===== config.mk =====
export PLATFORM = sky130hd
export DESIGN_NAME = insfc_top
export DESIGN_NICKNAME = d
export VERILOG_FILES = /design/src/rtl/insfc_pkg.sv /design/src/rtl/insfc_decode.sv /design/src/rtl/insfc_rectify.sv /design/src/rtl/insfc_stage.sv /design/src/rtl/insfc_top.sv
export SDC_FILE = /design/constraint.sdc
export NUM_CORES = 1
export LEC_CHECK = 0
export CAP_MARGIN = 20
export CORE_MARGIN = 10
export CORE_UTILIZATION = 40
export CTS_CLUSTER_SIZE = 12
export DETAILED_ROUTE_END_ITERATION = 12
export GPL_ROUTABILITY_DRIVEN = 0
export PLACE_DENSITY_LB_ADDON = 0.08
export SETUP_SLACK_MARGIN = 0.5
export SYNTH_ARGS = -nofsm -noshare
export SYNTH_HDL_FRONTEND = slang
export SYNTH_SLANG_ARGS = --single-unit

===== constraint.sdc =====
create_clock -name clk -period 1.8 [get_ports clk]
set_clock_uncertainty 0.1 [all_clocks]
set_input_delay 0.18 -clock clk [delete_from_list [all_inputs] [get_ports clk]]
set_output_delay 0.18 -clock clk [all_outputs]
set_load 0.01 [all_outputs]

===== src/rtl/insfc_pkg.sv =====
package insfc_pkg;
  typedef enum logic [1:0] {
    FMT_TWOS   = 2'b00,
    FMT_OFFSET = 2'b01,
    FMT_FLOAT  = 2'b10,
    FMT_RSVD   = 2'b11
  } fmt_e;
endpackage


===== src/rtl/insfc_decode.sv =====
module insfc_decode
  import insfc_pkg::*;
#(
  parameter int IN_W  = 16,
  parameter int EXP_W = 2,
  parameter int OUT_W = IN_W + 2
) (
  input  fmt_e                    fmt,
  input  logic [IN_W-1:0]         word,
  output logic signed [OUT_W-1:0] lin
);
  localparam int MAN_W = IN_W - EXP_W;
  localparam logic [EXP_W-1:0] EXP_TOP = '1;

  logic signed [OUT_W-1:0] fixed_ext;
  logic signed [OUT_W-1:0] offs_ext;
  logic signed [OUT_W-1:0] man_ext;
  logic [EXP_W-1:0]        exp_code;
  logic [EXP_W-1:0]        shift;

  always_comb begin
    fixed_ext = {{(OUT_W-IN_W){word[IN_W-1]}}, word};
    offs_ext  = {{(OUT_W-IN_W){~word[IN_W-1]}}, ~word[IN_W-1], word[IN_W-2:0]};
    man_ext   = {{(OUT_W-MAN_W){word[IN_W-1]}}, word[IN_W-1:EXP_W]};
    exp_code  = word[EXP_W-1:0];
    // top exponent code saturates at the code below it
    shift     = (exp_code == EXP_TOP) ? EXP_TOP - 1'b1 : exp_code;
    unique case (fmt)
      FMT_OFFSET: lin = offs_ext;
      FMT_FLOAT:  lin = man_ext <<< shift;
      default:    lin = fixed_ext;
    endcase
  end
endmodule


===== src/rtl/insfc_rectify.sv =====
module insfc_rectify #(
  parameter int W = 18
) (
  input  logic         rect_en,
  input  logic [W-1:0] lin,
  output logic [W-1:0] mag
);
  always_comb begin
    if (rect_en && lin[W-1]) mag = ~lin;
    else                     mag = lin;
  end
endmodule


===== src/rtl/insfc_stage.sv =====
module insfc_stage #(
  parameter int W = 18
) (
  input  logic         clk,
  input  logic         rst,
  input  logic         en_n,
  input  logic [W-1:0] lin_d,
  input  logic [W-1:0] mag_d,
  output logic         valid_q,
  output logic [W-1:0] lin_q,
  output logic [W-1:0] mag_q
);
  always_ff @(posedge clk) begin
    if (rst) begin
      valid_q <= 1'b0;
      lin_q   <= '0;
      mag_q   <= '0;
    end else begin
      valid_q <= ~en_n;
      if (!en_n) begin
        lin_q <= lin_d;
        mag_q <= mag_d;
      end
    end
  end

  AST_VALID_TRACKS_EN: assert property (@(posedge clk) disable iff (rst)
    $past(!rst) |-> (valid_q == $past(!en_n))) else $error("valid mismatch");

  AST_IDLE_HOLDS: assert property (@(posedge clk) disable iff (rst)
    ($past(!rst) && !valid_q) |-> ($stable(lin_q) && $stable(mag_q))) else $error("idle change");

  AST_RESET_CLEARS: assert property (@(posedge clk)
    rst |=> (!valid_q && lin_q == '0 && mag_q == '0)) else $error("reset not clear");
endmodule


===== src/rtl/insfc_top.sv =====
module insfc_top
  import insfc_pkg::*;
#(
  parameter int IN_W  = 16,
  parameter int EXP_W = 2,
  parameter int OUT_W = IN_W + 2
) (
  input  logic             clk,
  input  logic             rst,
  input  logic [1:0]       cfg_fmt,
  input  logic             cfg_rect,
  input  logic [IN_W-1:0]  src_word,
  input  logic             src_en_n,
  output logic             smp_valid,
  output logic [OUT_W-1:0] smp_lin,
  output logic [OUT_W-1:0] smp_mag
);
  logic signed [OUT_W-1:0] lin_c;
  logic [OUT_W-1:0]        mag_c;

  insfc_decode #(.IN_W(IN_W), .EXP_W(EXP_W), .OUT_W(OUT_W)) u_decode (
    .fmt  (fmt_e'(cfg_fmt)),
    .word (src_word),
    .lin  (lin_c)
  );

  insfc_rectify #(.W(OUT_W)) u_rect (
    .rect_en (cfg_rect),
    .lin     (lin_c),
    .mag     (mag_c)
  );

  insfc_stage #(.W(OUT_W)) u_stage (
    .clk     (clk),
    .rst     (rst),
    .en_n    (src_en_n),
    .lin_d   (lin_c),
    .mag_d   (mag_c),
    .valid_q (smp_valid),
    .lin_q   (smp_lin),
    .mag_q   (smp_mag)
  );

  AST_RECT_SIGN_CLEAR: assert property (@(posedge clk) disable iff (rst)
    (smp_valid && $past(cfg_rect)) |-> !smp_mag[OUT_W-1]) else $error("rect sign");

  AST_RECT_PASS: assert property (@(posedge clk) disable iff (rst)
    (smp_valid && !$past(cfg_rect)) |-> (smp_mag == smp_lin)) else $error("rect pass");

  AST_FLOAT_LOW_ZERO: assert property (@(posedge clk) disable iff (rst)
    (!src_en_n && cfg_fmt == FMT_FLOAT && src_word[EXP_W-1:0] != '0) |=> !smp_lin[0])
    else $error("float shift");
endmodule


* Word level (Yosys, flattened, before mapping)
Index checks and enable logic that the tools add are counted.
** Cells by class
- Add/subtract/negate cells :: 0
- $mul :: 0
- Div/mod/pow operators :: 0
- Magnitude comparators :: 0
- Equal/unequal tests :: 3
- Shift operators :: 1
- Multiplexer cells :: 3
- Bitwise operators :: 3
- Reduce and logical (&&, ||, !) cells :: 1
** Operator list (number)
- 18-bit case mux with 2 select lines :: 1
- 18-bit two-way mux :: 1
- 18-bit inverter :: 1
- 14-bit by 2-bit <<< shifter with 18-bit output :: 1
- 2-bit == test, second input constant :: 2
- 2-bit by 1-bit == test with 1-bit output, second input constant :: 1
- 2-bit two-way mux :: 1
- 1-bit inverter :: 2
- 1-bit logical AND :: 1
** Word-level totals
- Register bits :: 37
- Latch bits :: 0
- RAM bits :: 0
- Bits in read-only memories :: 0
- Output and inout bits :: 37
- Word-level logic and storage cells :: 14
- Memories :: 0

* Logic depth before layout (Yosys ltp)
Gate-level depths: netlist (run 1).
- Depth in word-level cells :: 6
- Depth in mapped cells :: 8
- Depth with buffers taken out :: 6

* By module
From an unflattened synthesis (run 1), not the netlist that was laid out.
** Second synthesis, totals
- Cells, all modules :: 187
- Area total of the unflattened synthesis :: 1990.7 µm²
** Modules (own cells, without submodules)
- insfc_stage :: instances 1, cells an instance 118, area each 1330.0 µm², sequential area each 740.7 µm²
- insfc_decode :: instances 1, cells an instance 49, area each 397.9 µm², sequential area each 0.0 µm²
- insfc_rectify :: instances 1, cells an instance 20, area each 262.8 µm², sequential area each 0.0 µm²

* Worst setup path before layout (run 1)
No wires, ideal clock.
- Kind :: input port to flip-flop
- Start point :: input port cfg_fmt[0]
- End point :: register u_stage.mag_q[5]
- Setup time :: 0.122 ns
- Data arrival time :: 1.556 ns
- Required time :: 1.578 ns
- Slack :: 0.022 ns
- Stages :: 8
- Path buffers :: 2
- Cells stage by stage :: inv_1 > ha_1 > buf_6 > a211o_1 > buf_6 > a22oi_2 > nor3_1 > a221o_1
** Between the ends
- Longest elaborated chain between the ends :: 4
** RTL lines
- start, declared :: line insfc_top.sv:10 : input logic [1:0] cfg_fmt,
- 2-bit == test / 2-bit by 1-bit == test with 1-bit output (equally long branches) :: line insfc_decode.sv:28 : unique case (fmt)
- 18-bit case mux with 2 select lines (*) :: line insfc_decode.sv:28
- 1-bit logical AND / 18-bit inverter (equally long branches) :: line insfc_rectify.sv:9 : if (rect_en && lin[W-1]) mag = ~lin;
- 18-bit two-way mux (*) :: line insfc_rectify.sv:9
- end signal, assigned :: line insfc_stage.sv:22 : mag_q <= mag_d;
- end, declared :: line insfc_stage.sv:11 : output logic [W-1:0] mag_q
Mark *: on every way between the ends. The rest lies on a longest branch, timed or not.
A chain may end at the register's enable or synchronous reset.

* Final worst setup path (run 1)
- Start point :: input port cfg_fmt[0]
- End point :: register u_stage.mag_q[0]
The elaborated chain is that of the path after synthesis.

==> impl_metrics.yaml, run 1 <==
critical_path:
  r2r-start: "u_stage.mag_q[6]"
  worstSetupStartpoint: "cfg_fmt[0]"
  cp.arrival_ns: 1.59
  reg2reg_to: "u_stage.mag_q[6]"
  worstPathRequired_ns: 1.87
  rrSetupSlack_ns: 0.95
  criticalPathCategory: "input port to flip-flop"
  endpoint: "u_stage.mag_q[0]"
  cp_num_buf_inv: 3
  cpPeakStageDelay_ns: 0.39
  startpoint_type: "input port"
  cp_top_family: "simple AND/OR/NAND/NOR gates"
  cp_max_fo: 5
  cp_slowest_cell: "or3b_4"
  path_cells: "buf_8 > inv_4 > ha_4 > buf_12 > or3b_4 > o31a_1 > mux2i_1 > o21ai_1"
  cp_num_cells: 8
  worstSetupEndpointType: "flip-flop"
  r2r_cells: 1
power_and_ir_drop:
  p_sw_frac: 0.279
  cellPowerDensity_nw_per_um2: 687
  seq_power_share: 0.430
  p_leak_nw: 1.30
  power.internal_mw: 1.44
  combPwrFrac: 0.304
  p_switching_mw: 0.558
  vdd_ir_drop_max_v: 0.000459
  p_total_mw: 2.00
  power_frac_clock: 0.266
grt:
  grt_antenna_before_repair: 0
  grt_pass1_wl_um: 9060
  grt_overflow: 0
  grt_usage: 0.147
  grt_max_degree: 22
  first_global_vias: 1802
drt:
  antenna_left: 0
  via_per_inst: 5.13
  vias: 1702
  wl_per_cell_um: 16.6
  drt-pass1-iter-count: 4
  routed_wl_um: 5500
  drcViolationCount: 0
  drt_iter0_drc: 60
finish:
  syn2layout_area_growth_pct: 62.5
  nets: 303
  final_common_cell: "dlygate4sd2_1"
  nFillCells: 358
  postLayoutCellArea_sq_um: 2910
  drive_gt1_frac: 0.329
  most-common-layout-cells: "dlygate4sd2_1, dfxtp_1, buf_4, nand2_1, nor2_1"
  num_antenna_cells: 0
clocking:
  clk_latency_ns: 0.28
  cts-buffers-inserted: 5
  htreeDepth: 2
  clk_pin_slew_worst_paths_ns: 0.07
  clockBufferDepth: 2
  cts_root_buffer: "clkbuf_8"
  cts_tree: "built"
  cts.sinks: 35
synthesis:
  synth-seq-cells: 35
  synth.distinct_cells: 33
  synthCells: 190
  synth_largest_area_cell: "dfxtp_1"
  synth_top_area_share: 0.391
  yosysWarnings: 0
  synth_area_per_cell_sq_um: 9.42
  synthTopCellsByArea: "dfxtp_1, mux2_2, a22oi_2"
  synthesis.nets: 214
  yosysSeqAreaShare: 0.391
  netlist_area_sq_um: 1790
die:
  die-width_um: 86.9
  coreArea_sq_um: 4350
  die-height_um: 86.9
  rows: 24
  start_util: 0.411
  die-area_sq_um: 7550
  pin_count: 59
timing:
  setup_viol: 0
  maxSlewViolCount: 0
  rsz0062_at_grt: "true"
  post-route-min-period_ns: 1.53
  tightest_slew_ns: 0.269
  fmax_mhz: 655
  layout_worst_path_cycle_share: 0.848
  final_hold_viol_count: 0
  slew_headroom: 0.816
outcome:
  outcome: "complete, no violations"
placement:
  port_buffers: 58
  placed_area_sq_um: 2610
  dpl.hpwl_um: 4050
min_path:
  min_path_type: "input port to flip-flop"
run:
  maxCapViolations: 0
[metal layers]
| layer | up-vias | global-route usage | wire [um] |
|---|---|---|---|
| met5 | - | 0 | 0 |
| met4 | 0 | 0.0412 | 48 |
| met3 | 4 | 0.0581 | 444 |
| met2 | 45 | 0.224 | 2510 |
| met1 | 788 | 0.187 | 2490 |
| li1 | 865 | - | - |
[power by group through the flow]
stage / registers (mW) / clock network, mW / logic [mW]
global route: 0.867 / 0.594 / 0.652
global placement: 0.877 / 0 / 0.552
detailed placement: 0.879 / 0 / 0.562
finish: 0.860 / 0.531 / 0.607
CTS: 0.860 / 0.550 / 0.572
floorplan: 0.900 / 0 / 0.246
[layout make-up]
cell class	count	area, sq um	area share
Sequential cell	35	701	0.241
Clock buffer	7	76.3	0.0262
Tap cell	52	65.1	0.0224
Inverter	4	17.5	0.00602
Multi-Input combinational cell	133	1080	0.373
Clock inverter	1	5.00	0.00172
Timing Repair Buffer	100	960	0.330
[state kept, by name, indices dropped and copies added, names as in the netlist]
register         cells
u_stage.lin_q       17
u_stage.mag_q       17
u_stage.valid_q      1
[cell families (layout without fill, tap and decap cells)]
logic type                 after synthesis  count (layout)  share of synthesized area
AOI/OAI and AO/OA                       54              54                      0.256
xor gates and xnor gates                 1               1                    0.00489
adders and majority gates                2               2                     0.0140
buffers and inverters                   22             112                     0.0720
DFF                                     35              35                      0.391
muxes                                   17              17                      0.103
and+or+nand+nor                         59              59                      0.158
[worst min-delay path by stage]
stage,startpoint,to,slack (ns),cells past startpoint
after floorplan,rst,u_stage.mag_q[14],0.18,1
after global placement,u_stage.lin_q[15],u_stage.lin_q[15],0.35,2
after detailed placement,u_stage.mag_q[14],u_stage.mag_q[14],0.36,2
after CTS,u_stage.mag_q[14],u_stage.mag_q[14],0.36,2
after global routing,src_word[4],u_stage.mag_q[4],0.35,4
final,src_word[4],u_stage.mag_q[4],0.32,4
[stage by stage]
stage | utilization | setup WS, ns | cells | hold WS, ns | TNS (ns)
finish | 0.668 | 0.274 | 332 | 0.316 | 0
global route | 0.668 | 0.240 | 332 | 0.348 | 0
CTS | 0.643 | 0.266 | 329 | 0.364 | 0
detailed placement | 0.600 | -0.558 | 315 | 0.356 | -15.38
global placement | 0.600 | -0.493 | 315 | 0.351 | -13.87
floorplan | - | 0.110 | 190 | 0.176 | 0
[cell usage after synthesis]
cell / count
a211o_1: 1
a21o_1: 1
a21oi_1: 4
a21oi_2: 1
a221o_1: 12
a22oi_1: 2
a22oi_2: 10
and3_1: 1
buf_1: 1
buf_2: 4
buf_4: 3
buf_6: 4
clkbuf_1: 6
dfxtp_1: 35
ha_1: 2
inv_1: 4
mux2_2: 12
mux2i_1: 5
nand2_1: 21
nand3_1: 2
nand4bb_1: 2
nor2_1: 15
nor2b_1: 1
nor3_1: 12
nor3b_2: 1
o211ai_1: 1
o21a_1: 13
o21ai_0: 6
o21ai_1: 2
o31a_1: 1
or2_1: 2
or3b_1: 2
xnor2_1: 1
[repair_timing]
| item | in CTS | in global routing |
|---|---|---|
| pin swaps | 17 | 16 |
| hold buffers | 0 | 0 |
| setup buffers | 4 | 2 |
| resized for setup | 71 | 16 |
| gates cloned | 2 | 1 |
| setup endpoints to repair | 71 | 33 |
Note: power is estimated with default switching activity, not from simulation.
==> run 2: changes to the inputs <==
==> constraint.sdc (replaced) <==
create_clock -name clk -period 1.5 [get_ports clk]
set_clock_uncertainty 0.1 [all_clocks]
set_input_delay 0.15 -clock clk [delete_from_list [all_inputs] [get_ports clk]]
set_output_delay 0.15 -clock clk [all_outputs]
set_load 0.01 [all_outputs]
==> run 2 against run 1 <==
The run now ends with negative setup slack left; die area is the same; setup slack lost 0.29 ns; power grew 45%; cell area grew 11%; final cell count grew 5.1%; sequential power grew 23%; count of clock-buffer cells in the layout shrank 1; global-route usage is essentially flat; sequential share of layout area shrank 1.2 points; first-iteration DRC count grew 32%; wire length grew 6.3%; critical endpoint is now u_stage.mag_q[2]; largest cell class is now buffers.
==> impl_metrics.yaml, run 2 (synthesis results as in run 1) <==
clocking:
  htreeDepth: 2
  clk_pin_slew_worst_paths_ns: 0.08
  cts_root_buffer: "clkbuf_8"
  clockBufferDepth: 2
  clk_latency_ns: 0.28
  cts.sinks: 35
  cts-buffers-inserted: 5
  cts_tree: "built"
outcome:
  violations: "negative setup slack"
  outcome: "finished, violations left"
drt:
  via_per_inst: 5.21
  drt-pass1-iter-count: 4
  routed_wl_um: 5840
  antenna_left: 0
  vias: 1820
  drcViolationCount: 0
  drt_iter0_drc: 79
  wl_per_cell_um: 16.7
critical_path:
  cp_max_fo: 3
  worstSetupEndpointType: "flip-flop"
  worstPathRequired_ns: 1.58
  startpoint_type: "input port"
  cp.arrival_ns: 1.60
  criticalPathCategory: "input port to flip-flop"
timing:
  post-route-min-period_ns: 1.52
  slew_headroom: 0.754
  tns_ns: -0.0419
  rsz0062_at_grt: "true"
  final_hold_viol_count: 0
  fmax_mhz: 658
  tightest_slew_ns: 0.365
  maxSlewViolCount: 0
  timing.hold.ws_ns: 0.316
  layout_worst_path_cycle_share: 1.01
  setup_viol: 4
  setup_ws_ns: -0.0186
power_and_ir_drop:
  vdd_ir_drop_max_v: 0.00110
  p_leak_nw: 1.36
  cellPowerDensity_nw_per_um2: 892
  p_total_mw: 2.89
min_path:
  min_path_type: "input port to flip-flop"
grt:
  grt_antenna_before_repair: 0
  grt_pass1_wl_um: 9050
  grt_max_degree: 22
  first_global_vias: 1823
  grt_usage: 0.147
  grt_overflow: 0
placement:
  dp.cells: 326
  placed_area_sq_um: 2710
  port_buffers: 58
  dpl.hpwl_um: 4090
  place_ws_ns: -0.805
die:
  rows: 24
  die-height_um: 86.9
  die-area_sq_um: 7550
  start_util: 0.411
  pin_count: 59
  die-width_um: 86.9
  coreArea_sq_um: 4350
finish:
  most-common-layout-cells: "buf_6, buf_4, dfxtp_2, nand2_1, nor2_1"
  utilization: 0.744
  syn2layout_area_growth_pct: 81.0
  nets: 320
  postLayoutCellArea_sq_um: 3240
  stdcell_count: 349
  largestRegisters: "u_stage.lin_q x17, u_stage.mag_q x17, u_stage.valid_q x1"
  num_antenna_cells: 0
  final_common_cell: "buf_6"
  drive_gt1_frac: 0.626
run:
  maxCapViolations: 0
==> run 2: cell types whose count changed in the layout (fill, tap and decap cells not counted), sizes merged <==
| cell | previous run | this run |
|---|---|---|
| buf | 43 | 98 |
| bufinv | 0 | 2 |
| clkbuf | 8 | 6 |
| clkdlybuf4s15 | 1 | 0 |
| clkdlybuf4s50 | 14 | 13 |
| clkinv | 1 | 0 |
| dlygate4sd2 | 40 | 6 |
| dlymetal6s2s | 1 | 0 |
==> run 2: final cells by class <==
type | count | area [sq um]
timing repair buffer | 117 | 1180
clock inverter | 2 | 60.1
clock buffer | 6 | 72.6
sequential | 35 | 742
tap | 52 | 65.1
inverter | 4 | 17.5
fill | 292 | 1110
multi-input combinational | 133 | 1110
==> run 2: path summary, 6_finish.rpt <==
kind              cells after the start  slack, ns         startpoint                 to
setup / recovery                      8      -0.02         cfg_fmt[1]   u_stage.mag_q[2]
hold / removal                        3       0.32           cfg_rect  u_stage.mag_q[15]
setup reg to reg                      2       0.52   u_stage.mag_q[3]   u_stage.mag_q[3]
hold reg to reg                       2       0.38  u_stage.mag_q[14]  u_stage.mag_q[14]
==> run 2: power by group <==
part / leakage, nW / internal [mW] / switching [mW]
Clock: 0.0654 / 0.664 / 0.338
Sequential: 0.301 / 1.01 / 0.0519
Combinational: 0.991 / 0.487 / 0.341
Total: 1.36 / 2.16 / 0.732
==> run 2: repair_timing <==
action                     CTS  global route
buffers inserted             3            10
hold buffers                 0             0
resized for setup          245            31
setup endpoints to repair   71            71
pin swaps                   20             8
gates cloned                 2             0
==> run 2: critical path: stages <==
cell     delay, ns
buf_4         0.10
inv_2         0.03
ha_2          0.18
a211o_4       0.36
buf_4         0.17
a22oi_2       0.25
nor3_1        0.09
a221o_1       0.27
==> run 2: metal layers <==
layer	up-vias	share of wire	track usage
met2	53	0.47	0.229
met5	-	0	0
met1	862	0.44	0.183
met4	0	0.011	0.0471
li1	898	-	-
met3	7	0.082	0.0552
